===== src/rtl/sdf_pkg.sv =====
package sdf_pkg;
  localparam int unsigned CRC_W    = 7;
  localparam logic [6:0]  CRC_POLY = 7'h09;  // x^7 + x^3 + 1
  localparam logic [1:0]  HDR_LEAD = 2'b01;  // start bit 0, host bit 1

  typedef enum logic [1:0] {
    ST_IDLE  = 2'd0,
    ST_SHIFT = 2'd1,
    ST_FIN   = 2'd2
  } sdf_state_e;
endpackage


===== src/rtl/sdf_frame_build.sv =====
module sdf_frame_build
  import sdf_pkg::*;
#(
  parameter int unsigned IDX_W = 6,
  parameter int unsigned ARG_W = 32,
  localparam int unsigned HDR_W = 2 + IDX_W + ARG_W,
  localparam int unsigned FRM_W = HDR_W + CRC_W + 1
) (
  input  logic [IDX_W-1:0] idx,
  input  logic [ARG_W-1:0] arg,
  output logic [FRM_W-1:0] frame
);
  logic [HDR_W-1:0] hdr;
  logic [CRC_W-1:0] stage [HDR_W+1];

  assign hdr      = {HDR_LEAD, idx, arg};
  assign stage[0] = '0;

  // One bit-serial CRC step per header bit, MSB first, unrolled.
  for (genvar g = 0; g < HDR_W; g++) begin : g_crc
    logic fb;
    assign fb         = hdr[HDR_W-1-g] ^ stage[g][CRC_W-1];
    assign stage[g+1] = {stage[g][CRC_W-2:0], 1'b0} ^ (fb ? CRC_POLY : '0);
  end

  assign frame = {hdr, stage[HDR_W], 1'b1};
endmodule


===== src/rtl/sdf_clkdiv.sv =====
module sdf_clkdiv #(
  parameter int unsigned HALF_DIV = 2,
  localparam int unsigned CW = (HALF_DIV > 1) ? $clog2(HALF_DIV) : 1
) (
  input  logic clk,
  input  logic rst_n,
  input  logic run,
  output logic tick
);
  logic [CW-1:0] cnt;
  logic          at_end;

  assign at_end = (cnt == CW'(HALF_DIV - 1));
  assign tick   = run && at_end;

  always_ff @(posedge clk) begin
    if (!rst_n || !run) cnt <= '0;
    else if (at_end)    cnt <= '0;
    else                cnt <= cnt + 1'b1;
  end

  AST_DIV_RANGE: assert property (@(posedge clk) disable iff (!rst_n)
    cnt <= CW'(HALF_DIV - 1));
endmodule


===== src/rtl/sdf_shifter.sv =====
module sdf_shifter #(
  parameter int unsigned FRM_W = 48,
  localparam int unsigned BW = $clog2(FRM_W)
) (
  input  logic             clk,
  input  logic             rst_n,
  input  logic             load,
  input  logic [FRM_W-1:0] load_data,
  input  logic             shift,
  output logic             out_bit,
  output logic             last
);
  logic [FRM_W-1:0] sreg;
  logic [BW-1:0]    bit_cnt;

  assign out_bit = sreg[FRM_W-1];
  assign last    = (bit_cnt == BW'(FRM_W - 1));

  always_ff @(posedge clk) begin
    if (!rst_n) begin
      sreg    <= '0;
      bit_cnt <= '0;
    end else if (load) begin
      sreg    <= load_data;
      bit_cnt <= '0;
    end else if (shift) begin
      sreg    <= {sreg[FRM_W-2:0], 1'b0};
      bit_cnt <= bit_cnt + 1'b1;
    end
  end

  AST_BITCNT_RANGE: assert property (@(posedge clk) disable iff (!rst_n)
    bit_cnt <= BW'(FRM_W - 1));
  AST_NO_SHIFT_PAST_END: assert property (@(posedge clk) disable iff (!rst_n)
    shift |-> !last);
  AST_NO_LOAD_SHIFT: assert property (@(posedge clk) disable iff (!rst_n)
    !(load && shift));
endmodule


===== src/rtl/sd_cmd_frame_tx.sv =====
module sd_cmd_frame_tx
  import sdf_pkg::*;
#(
  parameter int unsigned IDX_W         = 6,
  parameter int unsigned ARG_W         = 32,
  parameter int unsigned SCLK_HALF_DIV = 2,
  localparam int unsigned FRM_W = 2 + IDX_W + ARG_W + CRC_W + 1
) (
  input  logic             clk,
  input  logic             rst_n,
  input  logic             cmd_valid,
  output logic             cmd_ready,
  input  logic [IDX_W-1:0] cmd_index,
  input  logic [ARG_W-1:0] cmd_arg,
  output logic             spi_cs_n,
  output logic             spi_sclk,
  output logic             spi_mosi,
  output logic             frame_done
);
  sdf_state_e       state;
  logic             cs_n_q, sclk_q, done_q;
  logic             tick, last, out_bit;
  logic             take, shift_now;
  logic [FRM_W-1:0] frame_w;

  sdf_frame_build #(.IDX_W(IDX_W), .ARG_W(ARG_W)) u_build (
    .idx   (cmd_index),
    .arg   (cmd_arg),
    .frame (frame_w)
  );

  sdf_clkdiv #(.HALF_DIV(SCLK_HALF_DIV)) u_div (
    .clk   (clk),
    .rst_n (rst_n),
    .run   (state == ST_SHIFT),
    .tick  (tick)
  );

  assign take      = (state == ST_IDLE) && cmd_valid;
  assign shift_now = (state == ST_SHIFT) && tick && sclk_q && !last;

  sdf_shifter #(.FRM_W(FRM_W)) u_shift (
    .clk       (clk),
    .rst_n     (rst_n),
    .load      (take),
    .load_data (frame_w),
    .shift     (shift_now),
    .out_bit   (out_bit),
    .last      (last)
  );

  always_ff @(posedge clk) begin
    if (!rst_n) begin
      state  <= ST_IDLE;
      cs_n_q <= 1'b1;
      sclk_q <= 1'b0;
      done_q <= 1'b0;
    end else begin
      done_q <= 1'b0;
      unique case (state)
        ST_IDLE: begin
          if (cmd_valid) begin
            cs_n_q <= 1'b0;
            sclk_q <= 1'b0;
            state  <= ST_SHIFT;
          end
        end
        ST_SHIFT: begin
          if (tick) begin
            sclk_q <= ~sclk_q;
            if (sclk_q && last) state <= ST_FIN;
          end
        end
        ST_FIN: begin
          cs_n_q <= 1'b1;
          done_q <= 1'b1;
          state  <= ST_IDLE;
        end
        default: state <= ST_IDLE;
      endcase
    end
  end

  assign cmd_ready  = (state == ST_IDLE);
  assign spi_cs_n   = cs_n_q;
  assign spi_sclk   = sclk_q;
  assign spi_mosi   = !cs_n_q && out_bit;
  assign frame_done = done_q;

  AST_CS_IDLE_SCLK_LOW: assert property (@(posedge clk) disable iff (!rst_n)
    spi_cs_n |-> !spi_sclk);
  AST_MOSI_HOLD_HIGH: assert property (@(posedge clk) disable iff (!rst_n)
    (spi_sclk && $past(spi_sclk)) |-> $stable(spi_mosi));
  AST_DONE_ONE_CYCLE: assert property (@(posedge clk) disable iff (!rst_n)
    frame_done |=> !frame_done);
  AST_DONE_WITH_CS_RISE: assert property (@(posedge clk) disable iff (!rst_n)
    frame_done |-> (spi_cs_n && !spi_sclk));
  AST_BUSY_CS_LOW: assert property (@(posedge clk) disable iff (!rst_n)
    !cmd_ready |-> !spi_cs_n);
  AST_TAKE_LOWERS_CS: assert property (@(posedge clk) disable iff (!rst_n)
    (cmd_valid && cmd_ready) |=> (!spi_cs_n && !spi_sclk));
endmodule


===== config.mk =====
export PLATFORM = sky130hd
export DESIGN_NAME = sd_cmd_frame_tx
export DESIGN_NICKNAME = d
export VERILOG_FILES = /design/src/rtl/sdf_pkg.sv /design/src/rtl/sdf_frame_build.sv /design/src/rtl/sdf_clkdiv.sv /design/src/rtl/sdf_shifter.sv /design/src/rtl/sd_cmd_frame_tx.sv
export SDC_FILE = /design/constraint.sdc
export NUM_CORES = 1
export LEC_CHECK = 0
export BUFFER_PORTS_ARGS = -buffer_cell sky130_fd_sc_hd__clkbuf_2
export CORE_MARGIN = 2
export CORE_UTILIZATION = 45
export DETAILED_ROUTE_END_ITERATION = 6
export PLACE_DENSITY = 0.65
export SLEW_MARGIN = 10
export SYNTH_ARGS = -nofsm -noshare
export SYNTH_HDL_FRONTEND = slang
export SYNTH_SLANG_ARGS = --single-unit

===== constraint.sdc =====
create_clock -name clk -period 2.7 [get_ports clk]
set_clock_uncertainty 0.05 [all_clocks]
set_input_delay 0 -clock clk [delete_from_list [all_inputs] [get_ports clk]]
set_output_delay 0 -clock clk [all_outputs]
set_load 0.02 [all_outputs]

==> results by stage <==
Route:
- The ratio of routed vias to standard cells is 5.120.
- For this run, design rule violations remaining after detail routing come to 0.
- The first-pass iteration count of the detailed router is 4.
- The total number of vias is 2637.
- The average routed wire per standard cell is approximately 15 um.
- The first routing iteration left 111 violations.
- The detail route stage leaves a number of antenna-violating nets equal to 0.
- For this block, the routed nets add up to approximately 7700 um of wire.

Finish:
- The final net count is approximately 450.
- Compared with the post-synthesis result, the final layout area differs by 26.78%.
- 0 antenna diodes ended up in the layout.
- The share of the core filled with cells is 0.5810.
- The ratio of cells with drive above 1 in the final layout is 0.2067.

Clock network:
- The sink count of the clock tree is 60.
- The clock transition at the register clock pins on the worst setup and hold paths after CTS is approximately 0.070 ns.
- The depth of the CTS H-tree is 3.
- The TritonCTS clock tree is built.
- The clock latency on the worst-skew pair is 0.35 ns.
- The number of CTS-inserted buffers is 9.
- The buffers inserted during post-CTS setup optimization is 0.
- The clock tree root buffer cell is clkbuf_8.
- The maximum clock path buffer count is 2.

Floorplanning:
- The die covers 7966 um2.
- The floorplan die width is approximately 89 um.
- The initialized floorplan defines 31 standard-cell rows.
- The initial utilization of the core area, before any placement, comes to 0.4583.
- The floorplan step set the die height to between 80 and 90 um.
- The core area is 7137 um2.
- The number of ports placed on the die boundary is 46.

Global routing:
- The total overflow left after global routing is 0.
- Entering global routing, the biggest net connects 55 pins.
- The initial antenna violation count is 0.
- The first global-routing pass estimated 12520 um of wire.
- Across every metal layer, demand over resource in global routing totals 0.2097.
- The number of global-route vias before repair is 2579.

Power:
- The power per cell area is 765.0 nW/um2.
- The largest voltage drop on the vdd net is between 0.4 and 0.5 mV.
- In this run the static leakage power is 1.710 nW.
- Of the total power, combinational logic draws 0.426.
- The clock share of power is 0.260.
- The sequential group share of total power is 0.315.
- The internal portion of the total power is 0.002135 W.
- Summed over all nets, the switching power comes to 0.001037 W.
- The switching part of the total is 0.3270.

STA:
- Setup repair after global routing left no endpoint under its margin.
- Counting I/O delays and the setup requirement, the final critical path takes 2.585 ns.
- The highest clock rate is 0.3869 GHz.
- On the final layout, the worst hold slack is -0.01295 ns.
- The max-slew violation total from the final report was 0.
- The measured slew at the worst slew-check pin is ~0.93 ns.
- Of the available clock period, the critical path in the final layout requires 0.9573.
- The tightest slew margin relative to the limit is 0.3790.
- The setup violation total in the final timing report is 0.
- The smallest setup slack after layout is roughly 0.12 ns.
- The setup TNS is 0 ns.
- The total count of hold-check failures in the final report came to 1.

Critical path:
- The critical path goes through dlygate4sd3_1 > clkbuf_2 > xor3_2 > xnor3_2 > xnor3_4 > xnor2_1 > xnor2_1 > xor2_1 > o21ai_0.
- The delay of the slowest cell on the worst path is between 0.5 and 0.6 ns.
- The data required time of the critical path is between 2 and 3 ns.
- Counting stages on the worst path, the most repeated cell is xnor2_1.
- Broken down by cell family, the worst path's largest delay share belongs to XOR/XNOR gates.
- The number of buffers and inverters on the critical path is 2.
- The category of the worst setup path capture point is a register.
- The library cell contributing the largest single delay on the critical path is dlygate4sd3_1.
- The category of the most critical setup path is in -> reg.
- STA classifies the critical path startpoint as an input pin.
- The maximum fanout along the worst path is 3.
- Data on the critical path arrives at its endpoint at about 2.8 ns.

Synth:
- Sorting the synthesized cells by area gives the leading types as dfxtp_1 37%, a21boi_0 9.0%, a22oi_1 8.5%, xnor2_1 8.0%, nand2_1 6.8%.
- A synthesized cell averages 9.734 um2.
- Synthesis produced ~340 cells.
- The total of warnings raised by yosys is 0.
- The summed instance area of the synthesized netlist is 3271 um2.
- The synthesized design spends more area on one cell type than any other, namely dfxtp_1.
- The number of flip-flops and latches in the synthesized netlist is 60.
- Counting flops with a built-in enable in the synthesized netlist gives 0.
- Synthesis instantiated 33 different standard cells from the library.
- Of the synthesized area, sequential elements account for 0.3673.
- The post-synthesis async set-or-reset flop share is 0.
- The number of nets in the synthesized netlist is 378.
- The most used flip-flop cell after synthesis is dfxtp_1.
- The share of Yosys cell area claimed by the top area cell type is 0.3673.

Placement:
- The detailed-placement wirelength estimate is 5175 um.
- The pre-CTS setup slack is between 0.2 and 0.3 ns.
- Input and output buffers added on the ports amount to 45.
- The final RePlAce weighted congestion is 0.8610.

Outcome:
- The final reports fail on hold timing.
- The run finished, with violations left.

Flow run:
- The max capacitance violation total is 0.

Worst hold path:
- The path class of the lowest-slack min-delay path is in -> reg.
## cell families after synthesis
group,synth area share
muxes,0.02257
DFF,0.3673
and+or+nand+nor,0.1132
xor gates and xnor gates,0.2617
adders and majority gates,0.003825
buffers and inverters,0.02946
AOI/OAI and AO/OA,0.2020
## power groups by stage
| stage | Clock, W | Combinational [W] | Sequential [W] |
|---|---|---|---|
| finish | 0.000823 | 0.00135 | 0.000998 |
| floorplan | 0 | 0.00107 | 0.00101 |
| global placement | 0 | 0.00125 | 0.00102 |
| CTS | 0.000842 | 0.00132 | 0.000998 |
| global route | 0.000888 | 0.00148 | 0.00101 |
| detailed placement | 0 | 0.00128 | 0.00102 |
## cell usage after synthesis, types with 2 or more instances
library cell  number
a21boi_0          39
a21oi_1            3
a22oi_1           37
clkbuf_1          17
dfxtp_1           60
mux2_2             3
mux2i_1            4
nand2_1           59
nand3_1            3
nor2_1            16
nor2b_1            3
nor3_1             3
o21ai_0           12
xnor2_1           30
xnor2_2            3
xnor3_1            9
xnor3_2            3
xor2_1            14
xor3_1             3
xor3_2             2
## metrics by stage
| step | cell area [um2] | total power (W) | instances | hold WS, ns |
|---|---|---|---|---|
| after floorplan | 3271 | 0.002084 | 336 | 0.1581 |
| after global placement | 3578 | 0.002270 | 466 | 0.2863 |
| after detailed placement | 3578 | 0.002299 | 466 | 0.3034 |
| after CTS | 4109 | 0.003160 | 515 | 0.001438 |
| after global routing | 4146 | 0.003373 | 515 | 0.0008739 |
| final | 4146 | 0.003172 | 515 | -0.01295 |
## routing by layer
metal  global-route usage  share of wire  up-vias
li1                     -              -     1323
met1               0.2665           0.46     1256
met2               0.3508           0.49       52
met3              0.05448          0.044        6
met4              0.06377         0.0099        0
met5                    0              0        -
## cells in the final DEF (no fill, tap or decap), types with 4 or more instances in the layout
| master | n |
|---|---|
| a21boi_0 | 39 |
| a22oi_1 | 37 |
| buf_4 | 6 |
| clkbuf_2 | 45 |
| clkbuf_8 | 9 |
| dfxtp_1 | 60 |
| dlygate4sd3_1 | 33 |
| mux2i_1 | 4 |
| nand2_1 | 59 |
| nor2_1 | 14 |
| o21ai_0 | 12 |
| xnor2_1 | 27 |
| xnor2_2 | 6 |
| xnor3_1 | 9 |
| xor2_1 | 12 |
## worst paths after layout
check,startpoint,endpoint,slack [ns],cells past startpoint
min reg2reg,u_shift.sreg[12],u_shift.sreg[12],0.42,2
min,cmd_arg[18],u_shift.sreg[26],-0.01,3
max,cmd_index[1],u_shift.sreg[2],0.12,9
max reg2reg,u_shift.bit_cnt[0],u_shift.sreg[26],0.56,8
## sequential cells by signal, summed over array words and instances (netlist names)
signal and count:
state 2, spi_cs_n 1, u_shift.sreg 48, u_div.at_end 1, frame_done 1, spi_sclk 1
u_shift.bit_cnt 6
## worst reg2reg max path: stages, from the launching register on
cell and delay (ns):
dfxtp_1 0.33, ha_1 0.21, nand3_1 0.10, nor3b_1 0.06, buf_4 0.15, nor2_4 0.45, buf_4 0.37, a22oi_1 0.14
a21boi_0 0.20
## area by class of cell
| cell class | count | area, um2 |
|---|---|---|
| timing repair buffer | 84 | 600.6 |
| tap | 99 | 123.9 |
| sequential | 60 | 1201 |
| multi-input combinational | 256 | 2021 |
| fill | 662 | 2990 |
| clock inverter | 7 | 76.32 |
| clock buffer | 9 | 123.9 |
## what timing repair did
item / CTS / global route
endpoints found under the hold margin: 33 / 0
gates resized for setup: 0 / 5
endpoints found under the setup margin: 0 / 1
hold buffers: 33 / 0
No activity file was read; power rests on OpenSTA's default activity.
